**config.mk**
```make
export PLATFORM = sky130hd
export DESIGN_NAME = pulse_bin_fifo
export DESIGN_NICKNAME = d
export VERILOG_FILES = /design/src/rtl/pbf_pkg.sv /design/src/rtl/pbf_sequencer.sv /design/src/rtl/pbf_accum.sv /design/src/rtl/pbf_fifo.sv /design/src/rtl/pulse_bin_fifo.sv
export SDC_FILE = /design/constraint.sdc
export NUM_CORES = 2
export LEC_CHECK = 0
export BUFFER_PORTS_ARGS = -buffer_cell sky130_fd_sc_hd__buf_2
export CAP_MARGIN = 20
export CORE_ASPECT_RATIO = 0.5
export CORE_MARGIN = 3
export CORE_UTILIZATION = 45
export DETAILED_ROUTE_END_ITERATION = 16
export PLACE_DENSITY = 0.61
export SYNTH_ARGS = -nofsm -noshare
export SYNTH_HDL_FRONTEND = slang
export SYNTH_HIERARCHICAL = 1
export SYNTH_SLANG_ARGS = --single-unit
```
**constraint.sdc**
```tcl
create_clock -name clk -period 13.1 [get_ports clk]
set_clock_uncertainty 0.05 [all_clocks]
set_input_delay 2.62 -clock clk [delete_from_list [all_inputs] [get_ports clk]]
set_output_delay 2.62 -clock clk [all_outputs]
set_load 0.03 [all_outputs]
```
**src/rtl/pbf_pkg.sv**
```systemverilog
package pbf_pkg;

    // Widths shared by the datapath
    localparam int CNT_W = 8;   // per-frame summed count
    localparam int BIN_W = 12;  // stored bin value
    localparam int LEN_W = 8;   // bin width in frames
    localparam int NUM_W = 8;   // bin counters

    typedef logic [CNT_W-1:0] frame_cnt_t;
    typedef logic [BIN_W-1:0] bin_val_t;
    typedef logic [LEN_W-1:0] bin_len_t;
    typedef logic [NUM_W-1:0] bin_num_t;

    typedef struct packed {
        bin_len_t short_len;
        bin_len_t long_len;
        bin_num_t short_bins;
        bin_num_t total_bins;
    } bin_cfg_t;

    // Adds a frame count to a bin and clamps the result at all ones
    function automatic bin_val_t sat_add(input bin_val_t acc, input frame_cnt_t add);
        logic [BIN_W:0] sum;
        sum = {1'b0, acc} + {{(BIN_W + 1 - CNT_W){1'b0}}, add};
        return sum[BIN_W] ? '1 : sum[BIN_W-1:0];
    endfunction

    function automatic bin_len_t len_at_least_one(input bin_len_t v);
        return (v == '0) ? LEN_W'(1) : v;
    endfunction

    function automatic bin_num_t num_at_least_one(input bin_num_t v);
        return (v == '0) ? NUM_W'(1) : v;
    endfunction

endpackage

```
**src/rtl/pbf_sequencer.sv**
```systemverilog
module pbf_sequencer
    import pbf_pkg::*;
(
    input  logic     clk,
    input  logic     rst,
    input  logic     event_start,
    input  bin_cfg_t cfg_in,
    output logic     active,
    output logic     bin_done
);

    bin_cfg_t cfg_q;
    bin_len_t frame_idx;
    bin_num_t bin_idx;
    bin_len_t cur_len;
    logic     last_bin;

    // Width of the open bin: short phase first, long afterwards
    always_comb begin
        cur_len  = (bin_idx < cfg_q.short_bins) ? cfg_q.short_len : cfg_q.long_len;
        bin_done = active && (frame_idx == cur_len - LEN_W'(1));
        last_bin = (bin_idx == cfg_q.total_bins - NUM_W'(1));
    end

    always_ff @(posedge clk) begin
        if (rst) begin
            active    <= 1'b0;
            cfg_q     <= '0;
            frame_idx <= '0;
            bin_idx   <= '0;
        end else if (!active) begin
            frame_idx <= '0;
            bin_idx   <= '0;
            if (event_start) begin
                active <= 1'b1;
                cfg_q  <= '{short_len:  len_at_least_one(cfg_in.short_len),
                            long_len:   len_at_least_one(cfg_in.long_len),
                            short_bins: cfg_in.short_bins,
                            total_bins: num_at_least_one(cfg_in.total_bins)};
            end
        end else if (bin_done) begin
            frame_idx <= '0;
            bin_idx   <= bin_idx + NUM_W'(1);
            if (last_bin) begin
                active <= 1'b0;
            end
        end else begin
            frame_idx <= frame_idx + LEN_W'(1);
        end
    end

    // closing the final bin ends the event
    assert_idle_after_last_R4: assert property (@(posedge clk) disable iff (rst)
        (bin_done && last_bin) |=> !active);

    // a running event keeps its captured settings until it ends
    assert_cfg_frozen_R7: assert property (@(posedge clk) disable iff (rst)
        (active && !(bin_done && last_bin)) |=> (active && $stable(cfg_q)));

    // the frame position never passes the width of the open bin
    assert_frame_in_bin_R3: assert property (@(posedge clk) disable iff (rst)
        active |-> (frame_idx < cur_len));

endmodule

```
**src/rtl/pbf_accum.sv**
```systemverilog
module pbf_accum
    import pbf_pkg::*;
(
    input  logic       clk,
    input  logic       rst,
    input  logic       en,
    input  logic       close,
    input  frame_cnt_t frame_in,
    output bin_val_t   bin_value
);

    bin_val_t acc;

    // Value of the bin including the current frame
    assign bin_value = sat_add(acc, frame_in);

    always_ff @(posedge clk) begin
        if (rst || !en) begin
            acc <= '0;
        end else if (close) begin
            acc <= '0;
        end else begin
            acc <= bin_value;
        end
    end

    // within a bin the running sum never wraps back down
    assert_acc_no_wrap_R6: assert property (@(posedge clk) disable iff (rst)
        (en && !close) |=> (acc >= $past(acc)));

endmodule

```
**src/rtl/pbf_fifo.sv**
```systemverilog
module pbf_fifo #(
    parameter  int DEPTH = 128,
    parameter  int W     = 12,
    localparam int AW    = $clog2(DEPTH),
    localparam int LW    = $clog2(DEPTH + 1)
) (
    input  logic          clk,
    input  logic          rst,
    input  logic          push,
    input  logic [W-1:0]  push_data,
    input  logic          pop,
    output logic [W-1:0]  head,
    output logic          empty,
    output logic          full,
    output logic [LW-1:0] level,
    output logic          overflow
);

    logic [W-1:0]  mem [DEPTH];
    logic [AW-1:0] wp;
    logic [AW-1:0] rp;
    logic          do_pop;
    logic          do_push;

    assign empty   = (level == '0);
    assign full    = (level == LW'(DEPTH));
    assign do_pop  = pop && !empty;
    assign do_push = push && (!full || do_pop);
    assign head    = mem[rp];

    always_ff @(posedge clk) begin
        if (do_push) begin
            mem[wp] <= push_data;
        end
    end

    always_ff @(posedge clk) begin
        if (rst) begin
            wp       <= '0;
            rp       <= '0;
            level    <= '0;
            overflow <= 1'b0;
        end else begin
            if (do_push) begin
                wp <= (wp == AW'(DEPTH - 1)) ? '0 : wp + AW'(1);
            end
            if (do_pop) begin
                rp <= (rp == AW'(DEPTH - 1)) ? '0 : rp + AW'(1);
            end
            if (do_push && !do_pop) begin
                level <= level + LW'(1);
            end else if (do_pop && !do_push) begin
                level <= level - LW'(1);
            end
            if (push && !do_push) begin
                overflow <= 1'b1;
            end
        end
    end

    // occupancy stays within the storage
    assert_level_bounded_R8: assert property (@(posedge clk) disable iff (rst)
        level <= LW'(DEPTH));

    // a read of an empty FIFO with no write leaves it empty
    assert_pop_empty_R8: assert property (@(posedge clk) disable iff (rst)
        (pop && empty && !push) |=> empty);

    // a write at full with no read is dropped and flagged
    assert_no_overflow_R9: assert property (@(posedge clk) disable iff (rst)
        (push && full && !pop) |=> (full && overflow));

    // simultaneous write and read at full keep it full
    assert_pushpop_full_R9: assert property (@(posedge clk) disable iff (rst)
        (push && pop && full) |=> full);

    // the loss flag is sticky
    assert_overflow_sticky_R9: assert property (@(posedge clk) disable iff (rst)
        overflow |=> overflow);

endmodule

```
**src/rtl/pulse_bin_fifo.sv**
```systemverilog
module pulse_bin_fifo
    import pbf_pkg::*;
#(
    parameter  int DEPTH = 128,
    localparam int LVL_W = $clog2(DEPTH + 1)
) (
    input  logic             clk,
    input  logic             rst,
    input  logic [CNT_W-1:0] frame_count,
    input  logic             event_start,
    input  logic [LEN_W-1:0] cfg_short_len,
    input  logic [LEN_W-1:0] cfg_long_len,
    input  logic [NUM_W-1:0] cfg_short_bins,
    input  logic [NUM_W-1:0] cfg_total_bins,
    input  logic             rd_en,
    output logic [BIN_W-1:0] rd_data,
    output logic             fifo_empty,
    output logic             fifo_full,
    output logic [LVL_W-1:0] fifo_level,
    output logic             overflow,
    output logic             busy
);

    bin_cfg_t cfg_in;
    logic     bin_done;
    bin_val_t bin_value;

    assign cfg_in = '{short_len:  cfg_short_len,
                      long_len:   cfg_long_len,
                      short_bins: cfg_short_bins,
                      total_bins: cfg_total_bins};

    pbf_sequencer u_seq (
        .clk         (clk),
        .rst         (rst),
        .event_start (event_start),
        .cfg_in      (cfg_in),
        .active      (busy),
        .bin_done    (bin_done)
    );

    pbf_accum u_acc (
        .clk       (clk),
        .rst       (rst),
        .en        (busy),
        .close     (bin_done),
        .frame_in  (frame_count),
        .bin_value (bin_value)
    );

    pbf_fifo #(
        .DEPTH (DEPTH),
        .W     (BIN_W)
    ) u_fifo (
        .clk       (clk),
        .rst       (rst),
        .push      (bin_done),
        .push_data (bin_value),
        .pop       (rd_en),
        .head      (rd_data),
        .empty     (fifo_empty),
        .full      (fifo_full),
        .level     (fifo_level),
        .overflow  (overflow)
    );

endmodule

```
==> qor.txt <==
Max clock buf depth: 3
status: complete, no violations
Die Width: 541 microns
most frequent cells in the layout: edfxtp_1 (1536), mux4_2 (312), nor2_1 (184)
core area: 141000 sq um
Worst slew margin: 26.5%
global-route wire length before repair: 225000 microns
Max Slew Vio Count: 0
cell count after synthesis: 3312
min cycle time layout: 7730 ps
Synth cell types: 76
initial antenna violation count: 8
P_leak: 23.5 nW
Post-CTS Resized: 0
global route overflow: 0
RSZ-0062 raised after global routing: no
clk_lat worst skew: 770 ps
syn nets: 3387
asr flop ratio synth: 0%
DR vias: 32648
Peak Freq: 0.129 GHz
die height: 273 microns
Initial Utilization: 45.6%
Worst Path Required: 10430 ps
Placed Area: 67700 sq um
dominant synthesized flop cell: edfxtp_1
IO Count: 68
Max Cap Viol: 0
synthesized flop and latch total: 1627
Layout Utilization: 51.4%
DR iter-0 viols: 3774
die area: 148000 sq um
Switching Share: 24.7%
root buffer cell: clkbuf_16
sum of negative setup slack: 0 ps
num rows: 97
DRC viols: 0
vias in the first global route: 32274
clk sinks: 1627
Setup crit end kind: primary output
Area Growth Syn to Fin: 12.7%
drt pass-1 iters: 5
clock-pin slew on the worst setup and hold paths: 60 ps
clock buffer count from CTS: 144
final setup fails: 0
peak supply drop: 106 uV
Hold Vio Cnt, Final: 0
routed len/inst: 27.7 microns
Final period util: 59.0%
CP arrival: 5060 ps
DPL Wire Length: 91600 microns
CTS H-tree lvls: 4
largest net degree at the start of global routing: 175
part of the power in combinational logic: 12.6%
number of port buffers: 67
Worst-Margin Slew: 1100 ps
final antenna-violating net count: 0
Setup Buffers After CTS: 0
path type of the worst setup path: register to primary output
CP Max Fanout: 80
post-DR vias/cell: 5.91
GRT Util Overall: 20.8%
min-delay worst type: register to register
CTS tree: done
Final Net Count: 3601
Post-Syn Area: 64300 sq um
# fillers: 11149
Post-synth EDFFs: 1536
commonest non-fill, non-tap cell in the layout: edfxtp_1
fin area: 72500 sq um
clock share of power: 36.7%
Internal: 8.65 mW
Post-CTS Hold Buffers: 0
mean area per synthesized cell: 19.4 sq um
routed wire length: 153000 microns
GP Congestion: 0.825
register area share after synthesis: 74.5%
Sw Pwr: 2.83 mW
P per Cell Area: 158 nW/um^2
share of cells above drive strength 1: 25.0%
YS warnings: 6
Sequential Power Share: 50.7%
Fin Hold WS: 409 ps
Worst setup SP type: register
-- Yosys cell counts, drive strengths merged (13+ instances only) --
| library cell | n | area [sq um] |
|---|---|---|
| mux2i | 180 | 1800 |
| o22ai | 60 | 375 |
| xor2 | 28 | 245 |
| buf | 78 | 400 |
| nor2 | 187 | 702 |
| nand3 | 20 | 100 |
| a211oi | 39 | 303 |
| a2111oi | 25 | 238 |
| edfxtp | 1536 | 46100 |
| nor3 | 45 | 236 |
| ha | 29 | 363 |
| xnor2 | 26 | 228 |
| a22o | 72 | 631 |
| inv | 22 | 82.6 |
| mux2 | 99 | 1110 |
| a221o | 13 | 130 |
| dfxtp | 91 | 1820 |
| or4 | 26 | 195 |
| clkbuf | 100 | 375 |
| a21oi | 49 | 260 |
| nand2 | 115 | 432 |
| nor2b | 42 | 263 |
| mux4 | 312 | 7030 |
-- area by class of cell --
type	count	area (sq um)	share of cell area, %
flip-flops and latches	1627	48000	66.1
diodes	1	2.50	0.00345
clock inverters	90	871	1.20
well taps	1881	2350	3.25
repair buffers	246	1810	2.49
inverters	22	82.6	0.114
multi-input cells	1485	15600	21.6
clock buffers	174	3780	5.21
-- worst paths after layout --
check,cells after the start,to,start,slack [ps]
max,9,rd_data[1],register,5370
min,2,u_seq/cfg_q[13]$_SDFFE_PP0P_,u_seq/cfg_q[13]$_SDFFE_PP0P_,410
max reg2reg,17,u_fifo/mem[95][11]$_DFFE_PP_,u_seq/bin_idx[2]$_SDFFE_PP0P_,6510
min reg2reg,2,u_seq/cfg_q[13]$_SDFFE_PP0P_,u_seq/cfg_q[13]$_SDFFE_PP0P_,410
-- worst max-delay path, stage by stage, from the launching register on --
cell and delay, ps:
dfxtp_4 370, buf_12 450, buf_4 880, nand2b_2 280, buf_4 540, o22ai_1 210, a2111oi_0 660, or4_1 260
a221o_1 240, buf_2 230
-- sequential cells by signal (all words and copies together) (netlist names), named ones only --
| name | count |
|---|---|
| u_seq/frame_idx | 8 |
| u_seq/active | 1 |
| u_fifo/mem | 1536 |
| u_fifo/overflow | 1 |
| u_fifo/wp | 7 |
| u_fifo/level | 8 |
| u_fifo/rp | 7 |
| u_seq/cfg_q | 32 |
| u_acc/acc | 12 |
| u_seq/bin_idx | 8 |
-- power by group through the flow --
stage                     sequential (mW)  combinational (mW)  clock [mW]
after floorplan                      5.95                1.00           0
after global placement               5.93                1.46           0
after detailed placement             5.93                1.48           0
after CTS                            5.82                1.48        4.30
after global routing                 5.82                1.56        4.53
final                                5.82                1.45        4.22
-- routing by layer --
layer | up-vias | GRT usage (%) | routed length (microns)
met4 | 0 | 4.85 | 2720
met2 | 1129 | 31.3 | 70200
li1 | 13955 | - | -
met5 | - | 0 | 0
met3 | 174 | 3.67 | 11500
met1 | 17390 | 31.6 | 68700
-- stage by stage --
step / setup WS [ps] / cells / power (mW)
6_report: 5370 / 5526 / 11.5
5_1_grt: 5030 / 5525 / 11.9
4_1_cts: 5220 / 5506 / 11.6
3_5_place_dp: 6070 / 5242 / 7.41
3_3_place_gp: 6080 / 5225 / 7.39
2_1_floorplan: 5600 / 3312 / 6.95
-- cell families after synthesis --
logic type                 after synthesis  synth area share, %
DFF                                   1627                 74.5
muxes                                  591                 15.5
and+or+nand+nor                        498                 3.69
AOI/OAI and AO/OA                      311                 3.64
buffers and inverters                  200                 1.33
xor gates and xnor gates                54                0.735
adders and majority gates               31                0.626
Power figures use the tool's default switching activity.
